[src/rtl/copwm_pkg.sv]
package copwm_pkg;

  localparam int NCAR  = 6;
  localparam int LVL_W = 3;

  typedef enum logic [1:0] {
    MODE_INPHASE = 2'd0,
    MODE_SPLIT   = 2'd1,
    MODE_ALT     = 2'd2,
    MODE_SPARE   = 2'd3
  } cmode_e;

  // Which carriers run in inverted phase for a given arrangement.
  function automatic logic [NCAR-1:0] phase_mask(cmode_e m);
    logic [NCAR-1:0] msk;
    for (int k = 0; k < NCAR; k++) begin
      case (m)
        MODE_SPLIT: msk[k] = (k >= NCAR / 2);
        MODE_ALT:   msk[k] = (k % 2 == 1);
        default:    msk[k] = 1'b0;
      endcase
    end
    return msk;
  endfunction

  // Carriers below the reference, shifted to a level centred on zero.
  function automatic logic signed [LVL_W-1:0] count_to_level(logic [LVL_W-1:0] n);
    logic signed [LVL_W:0] t;
    if (n > LVL_W'(NCAR)) t = (LVL_W + 1)'(NCAR / 2);
    else                  t = $signed({1'b0, n}) - (LVL_W + 1)'(NCAR / 2);
    return t[LVL_W-1:0];
  endfunction

endpackage

[src/rtl/copwm_tri_counter.sv]
module copwm_tri_counter #(
  parameter int CNT_W = 8
) (
  input  logic             clk,
  input  logic             rst_n,
  input  logic             step,
  input  logic [CNT_W-1:0] half,
  output logic [CNT_W-1:0] cnt,
  output logic             rising,
  output logic             wrap
);

  logic [CNT_W:0] cnt_inc;
  assign cnt_inc = {1'b0, cnt} + (CNT_W + 1)'(1);

  // Strobe that lands the counter on zero: a carrier period ends here.
  assign wrap = step && !rising && (cnt <= CNT_W'(1));

  always_ff @(posedge clk) begin
    if (!rst_n) begin
      cnt    <= '0;
      rising <= 1'b1;
    end else if (step) begin
      if (rising) begin
        if (cnt_inc >= {1'b0, half}) begin
          cnt    <= half;
          rising <= 1'b0;
        end else begin
          cnt <= cnt_inc[CNT_W-1:0];
        end
      end else begin
        if (cnt <= CNT_W'(1)) begin
          cnt    <= '0;
          rising <= 1'b1;
        end else begin
          cnt <= cnt - CNT_W'(1);
        end
      end
    end
  end

endmodule

[src/rtl/copwm_carrier_bank.sv]
module copwm_carrier_bank
  import copwm_pkg::*;
#(
  parameter int CNT_W = 8,
  parameter int REF_W = 10,
  parameter int EXT_W = 12
) (
  input  logic [CNT_W-1:0]        cnt,
  input  logic [CNT_W-1:0]        half,
  input  logic [NCAR-1:0]         inv_mask,
  input  logic signed [REF_W-1:0] ref_in,
  output logic [NCAR-1:0]         above
);

  function automatic logic signed [EXT_W-1:0] carrier_value(
    int unsigned k, logic [CNT_W-1:0] c, logic [CNT_W-1:0] h, logic inv);
    logic [EXT_W-1:0] ph;
    logic [EXT_W-1:0] lift;
    ph   = inv ? EXT_W'(h - c) : EXT_W'(c);
    lift = EXT_W'(h >> 1) * EXT_W'(k);
    return $signed(ph + lift);
  endfunction

  function automatic logic signed [EXT_W-1:0] stack_centre(logic [CNT_W-1:0] h);
    logic [EXT_W-1:0] span;
    span = EXT_W'(h) + EXT_W'(NCAR - 1) * EXT_W'(h >> 1);
    return $signed(span >> 1);
  endfunction

  logic signed [EXT_W-1:0] ref_shift;
  assign ref_shift = $signed({{(EXT_W - REF_W){ref_in[REF_W-1]}}, ref_in}) + stack_centre(half);

  for (genvar k = 0; k < NCAR; k++) begin : g_car
    logic signed [EXT_W-1:0] car;
    assign car      = carrier_value(k, cnt, half, inv_mask[k]);
    assign above[k] = ref_shift > car;
  end

endmodule

[src/rtl/copwm_level_encoder.sv]
module copwm_level_encoder
  import copwm_pkg::*;
(
  input  logic                    clk,
  input  logic                    rst_n,
  input  logic                    step,
  input  logic [NCAR-1:0]         above,
  output logic signed [LVL_W-1:0] level,
  output logic                    pos
);

  logic [LVL_W-1:0]        n_above;
  logic signed [LVL_W-1:0] level_nx;

  assign n_above  = LVL_W'($countones(above));
  assign level_nx = count_to_level(n_above);

  always_ff @(posedge clk) begin
    if (!rst_n) begin
      level <= '0;
      pos   <= 1'b0;
    end else if (step) begin
      level <= level_nx;
      if (level_nx > 0)      pos <= 1'b1;
      else if (level_nx < 0) pos <= 1'b0;
    end
  end

endmodule

[src/rtl/copwm_modulator.sv]
module copwm_modulator
  import copwm_pkg::*;
#(
  parameter int CNT_W    = 8,
  parameter int REF_W    = 10,
  parameter int HALF_DEF = 8
) (
  input  logic                    clk,
  input  logic                    rst_n,
  input  logic                    smp_en,
  input  logic signed [REF_W-1:0] ref_in,
  input  logic [1:0]              mode_sel,
  input  logic [CNT_W-1:0]        half_per,
  output logic signed [2:0]       level_out,
  output logic                    pos_out
);

  localparam int EXT_W = ((REF_W > CNT_W + 3) ? REF_W : CNT_W + 3) + 1;

  logic [CNT_W-1:0] cnt;
  logic             rising;
  logic             wrap;
  logic [CNT_W-1:0] half_act;
  cmode_e           mode_act;
  logic [CNT_W-1:0] half_req;
  logic [NCAR-1:0]  inv_mask;
  logic [NCAR-1:0]  above;

  assign half_req = (half_per < CNT_W'(2)) ? CNT_W'(2) : half_per;

  // Settings switch only where one carrier period hands over to the next.
  always_ff @(posedge clk) begin
    if (!rst_n) begin
      mode_act <= MODE_INPHASE;
      half_act <= CNT_W'(HALF_DEF);
    end else if (wrap) begin
      mode_act <= cmode_e'(mode_sel);
      half_act <= half_req;
    end
  end

  assign inv_mask = phase_mask(mode_act);

  copwm_tri_counter #(.CNT_W(CNT_W)) u_cnt (
    .clk    (clk),
    .rst_n  (rst_n),
    .step   (smp_en),
    .half   (half_act),
    .cnt    (cnt),
    .rising (rising),
    .wrap   (wrap)
  );

  copwm_carrier_bank #(.CNT_W(CNT_W), .REF_W(REF_W), .EXT_W(EXT_W)) u_bank (
    .cnt      (cnt),
    .half     (half_act),
    .inv_mask (inv_mask),
    .ref_in   (ref_in),
    .above    (above)
  );

  copwm_level_encoder u_enc (
    .clk   (clk),
    .rst_n (rst_n),
    .step  (smp_en),
    .above (above),
    .level (level_out),
    .pos   (pos_out)
  );

endmodule

[config.mk]
export PLATFORM = sky130hd
export DESIGN_NAME = copwm_modulator
export DESIGN_NICKNAME = d
export VERILOG_FILES = /design/src/rtl/copwm_pkg.sv /design/src/rtl/copwm_tri_counter.sv /design/src/rtl/copwm_carrier_bank.sv /design/src/rtl/copwm_level_encoder.sv /design/src/rtl/copwm_modulator.sv
export SDC_FILE = /design/constraint.sdc
export NUM_CORES = 1
export LEC_CHECK = 0
export CORE_ASPECT_RATIO = 1.2
export CORE_MARGIN = 2
export CORE_UTILIZATION = 50
export CTS_CLUSTER_DIAMETER = 30
export DETAILED_ROUTE_END_ITERATION = 10
export PLACE_DENSITY = 0.74
export SLEW_MARGIN = 5
export SYNTH_ARGS = -nofsm -noshare
export SYNTH_HDL_FRONTEND = slang
export SYNTH_SLANG_ARGS = --single-unit
[constraint.sdc]
create_clock -name clk -period 20.8 [get_ports clk]
set_input_delay 4.16 -clock clk [delete_from_list [all_inputs] [get_ports clk]]
set_output_delay 4.16 -clock clk [all_outputs]
set_load 0.01 [all_outputs]
==> results by group <==
Clock network
  – Number of H-tree levels: 1
  – Clock Tree Root: clkbuf_16
  – Postcts setup bufs: 0
  – Hold-fix buffers, CTS: 0
  – Clock transition at path regs: about 60 ps
  – TritonCTS Buffers: 3
  – Clk_lat worst skew: roughly 260 ps
  – CTS tree: yes
  – Max clock buf depth: 2
  – PostCTS Resize Cnt: 0
  – Clk sinks: 23

Placement
  – Port Buf Inserts: 26
  – Placed insts: 1021
  – Gpl congestion: ~0.95
  – Pre-CTS setup slack: roughly 11000 ps
  – Hpwl dp: ~14000 microns
  – DP Area: approximately 0.0071 sq mm

Final layout
  – Non-Filler Instances: ~1000
  – Layout cell share with drive strength beyond 1: roughly 5.3%
  – Ant diodes: 0
  – Nets: 1054
  – Core Util, Final: 54.62%
  – Final Cell Area: 0.007136 sq mm
  – Area growth, synth to finish: 8.134%
  – Most frequent cells in the layout: 161 x ha_1, 74 x inv_1, 67 x a21oi_1, 60 x o21ai_0, 49 x nor2_1
  – Commonest non-fill, non-tap cell in the layout: ha_1

Global routing
  – Initial antenna violation count: 0
  – Largest net degree at the start of global routing: 25
  – Vias in the first global route: roughly 5900
  – First-pass GRT wire length: ~29000 microns
  – Total GRT Usage: 26.20%
  – Grt ovf: 0

Detailed routing
  – DRT iter0 DRCs: 373
  – DR vias/cell: between 5 and 6
  – Avg WL per Cell: 17.46 microns
  – Vias: approximately 6100
  – DRC viols: 0
  – Routed Antenna Nets: 0
  – TritonRoute pass-1 iters: 5
  – Detailed Route WL: 17890 microns

STA
  – FMAX: approximately 110 MHz
  – Worst slew margin: 34.71%
  – Final Critical Period: 9420 ps
  – Final TNS setup: 0 ps
  – Hold slack: 533.7 ps
  – Period utilization: between 40% and 50%
  – Final Hold Vio Count: 0
  – Final setup violation count: 0
  – Worst Tran Pin Value: approximately 980 ps
  – RSZ-0062 raised after global routing: no
  – Final worst setup slack: ~11000 ps
  – Max-slew violation count: 0
  – Skew final: between 4 and 5 ps

Status
  – Status: finished clean

Worst hold path
  – Hold WC Path Type: reg2reg
  – Worst Hold Path EP: u_enc.level[1]
  – Beginning of the worst hold path: u_enc.level[1]
  – Hold Path Depth: 2

Floorplanning
  – Initial Util: between 50% and 60%
  – I/O Pins: 27
  – Core Region: around 0.013 sq mm
  – Die Y: 129.8 microns
  – Die X: 108.9 microns
  – Die area: approximately 0.014 sq mm
  – Core Rows: 46

Synthesis
  – Register area share after synthesis: about 7.0%
  – Yosys reg bits: 23
  – Async SR Flop Fraction: 0%
  – Top_reg_cell synth: dfxtp_1
  – Post-synth EDFFs: 0
  – Netlist cell types: 65
  – Syn Inst Count: approximately 840
  – Post-synthesis cell area: ~0.0066 sq mm
  – Yosys warns: 0
  – Post-synth net total: between 1000 and 1500
  – Syn_area_per_cell: ~7.9 sq um

Worst setup path
  – Setup CP Type: in2reg
  – Worst r2r path cells: 27
  – Critical path fanouts, max: 6
  – Setup slack, reg-to-reg: roughly 14000 ps
  – Setup crit end kind: flop
  – CP cell instances: clkdlybuf4s50_1 > ha_1 > inv_1 > fa_1 > nor2b_1 > o21ai_0 > a21boi_0 > o21ai_0 > nand2b_1 > a31oi_1 > xnor2_1 > ha_1 > a21o_1 > maj3_1 > a2111oi_0 > a221oi_1 > ha_1 > inv_1 > fa_1 > inv_1 > ha_1 > xnor2_1 > o211ai_1 > a21boi_0
  – Top cell by count, worst path: ha_1
  – Required @ worst endpoint: ~21000 ps
  – Worst reg2reg path endpoint: u_enc.level[1]
  – Startpoint types: primary input
  – Max stage delay on crit path: about 640 ps
  – RR Startpoint: half_act[1]
  – Critical path's slowest cell: xnor2_1
  – Data arrival time of the critical path: ~9600 ps

Power and ir drop
  – Total power: approximately 200 uW
  – PD cells: around 28 mW/mm^2
  – Leakage power: approximately 3.4 nW
  – Maximum vdd drop: 0.05307 mV

Job
  – Max Cap Violations: 0
-- per-layer routing --
metal | GRT usage (%) | share of wire [%]
met4 | 10.86 | 4.3
met1 | 33.22 | 43
met5 | 0 | 0
met2 | 46.00 | 47
met3 | 1.399 | 5.6
-- Yosys cell counts (all sizes together) (19+ instances only) --
cell / number / share of area, %
a21o: 33 / 3.8
o21ai: 61 / 4.6
nand2b: 19 / 1.8
dfxtp: 23 / 7.0
nor2b: 27 / 2.6
xnor2: 49 / 6.7
a21oi: 69 / 5.5
xor2: 24 / 3.2
ha: 161 / 31
nand2: 37 / 2.1
nor2: 49 / 2.8
inv: 75 / 4.3
-- worst max-delay path: cells and delay by family --
family / cells / cell delay [ps]
AOI/OAI and AO/OA: 9 / 1650
and+or+nand+nor: 2 / 240
adders and majority gates: 7 / 2040
buffers and inverters: 4 / 650
xor gates and xnor gates: 2 / 840
-- layout make-up --
type / count / area [sq um]
clock buffers: 4 / 78.83
repair buffers: 37 / 342.8
multi-input cells: 718 / 5762
fillers: 1221 / 5929
flip-flops and latches: 23 / 460.4
well taps: 168 / 210.2
inverters: 75 / 281.5
-- kinds of logic after synthesis --
logic type               synth area share (%)
AO/OA/AOI/OAI                           22.96
XOR/XNOR                                9.916
adder cells (fa/ha/maj)                 34.79
buffers and inverters                   5.707
flip-flops                              6.978
multiplexers                            3.830
AND/OR/NAND/NOR                         15.81
-- report_power, final --
group / internal (mW) / switching (mW)
Combinational: 0.0496 / 0.0587
Sequential: 0.0466 / 0.00350
Clock: 0.0262 / 0.0164
-- flip-flops by register name, summed over array words and instances, names as in the netlist --
register / cells
half_act: 8
u_cnt.cnt: 8
u_enc.level: 3
mode_act: 2
u_cnt.rising: 1
u_enc.pos: 1
-- worst max-delay path by stage --
| stage | from | cells after the start | endpoint |
|---|---|---|---|
| 4_1_cts | ref_in[0] | 24 | u_enc.level[1] |
| 3_3_place_gp | ref_in[0] | 25 | u_enc.pos |
| 5_1_grt | ref_in[0] | 24 | u_enc.level[1] |
| 2_1_floorplan | ref_in[0] | 25 | u_enc.level[2] |
| 3_5_place_dp | ref_in[0] | 24 | u_enc.level[1] |
| 6_report | ref_in[0] | 24 | u_enc.level[1] |
Note: power is estimated with default switching activity, not from simulation.
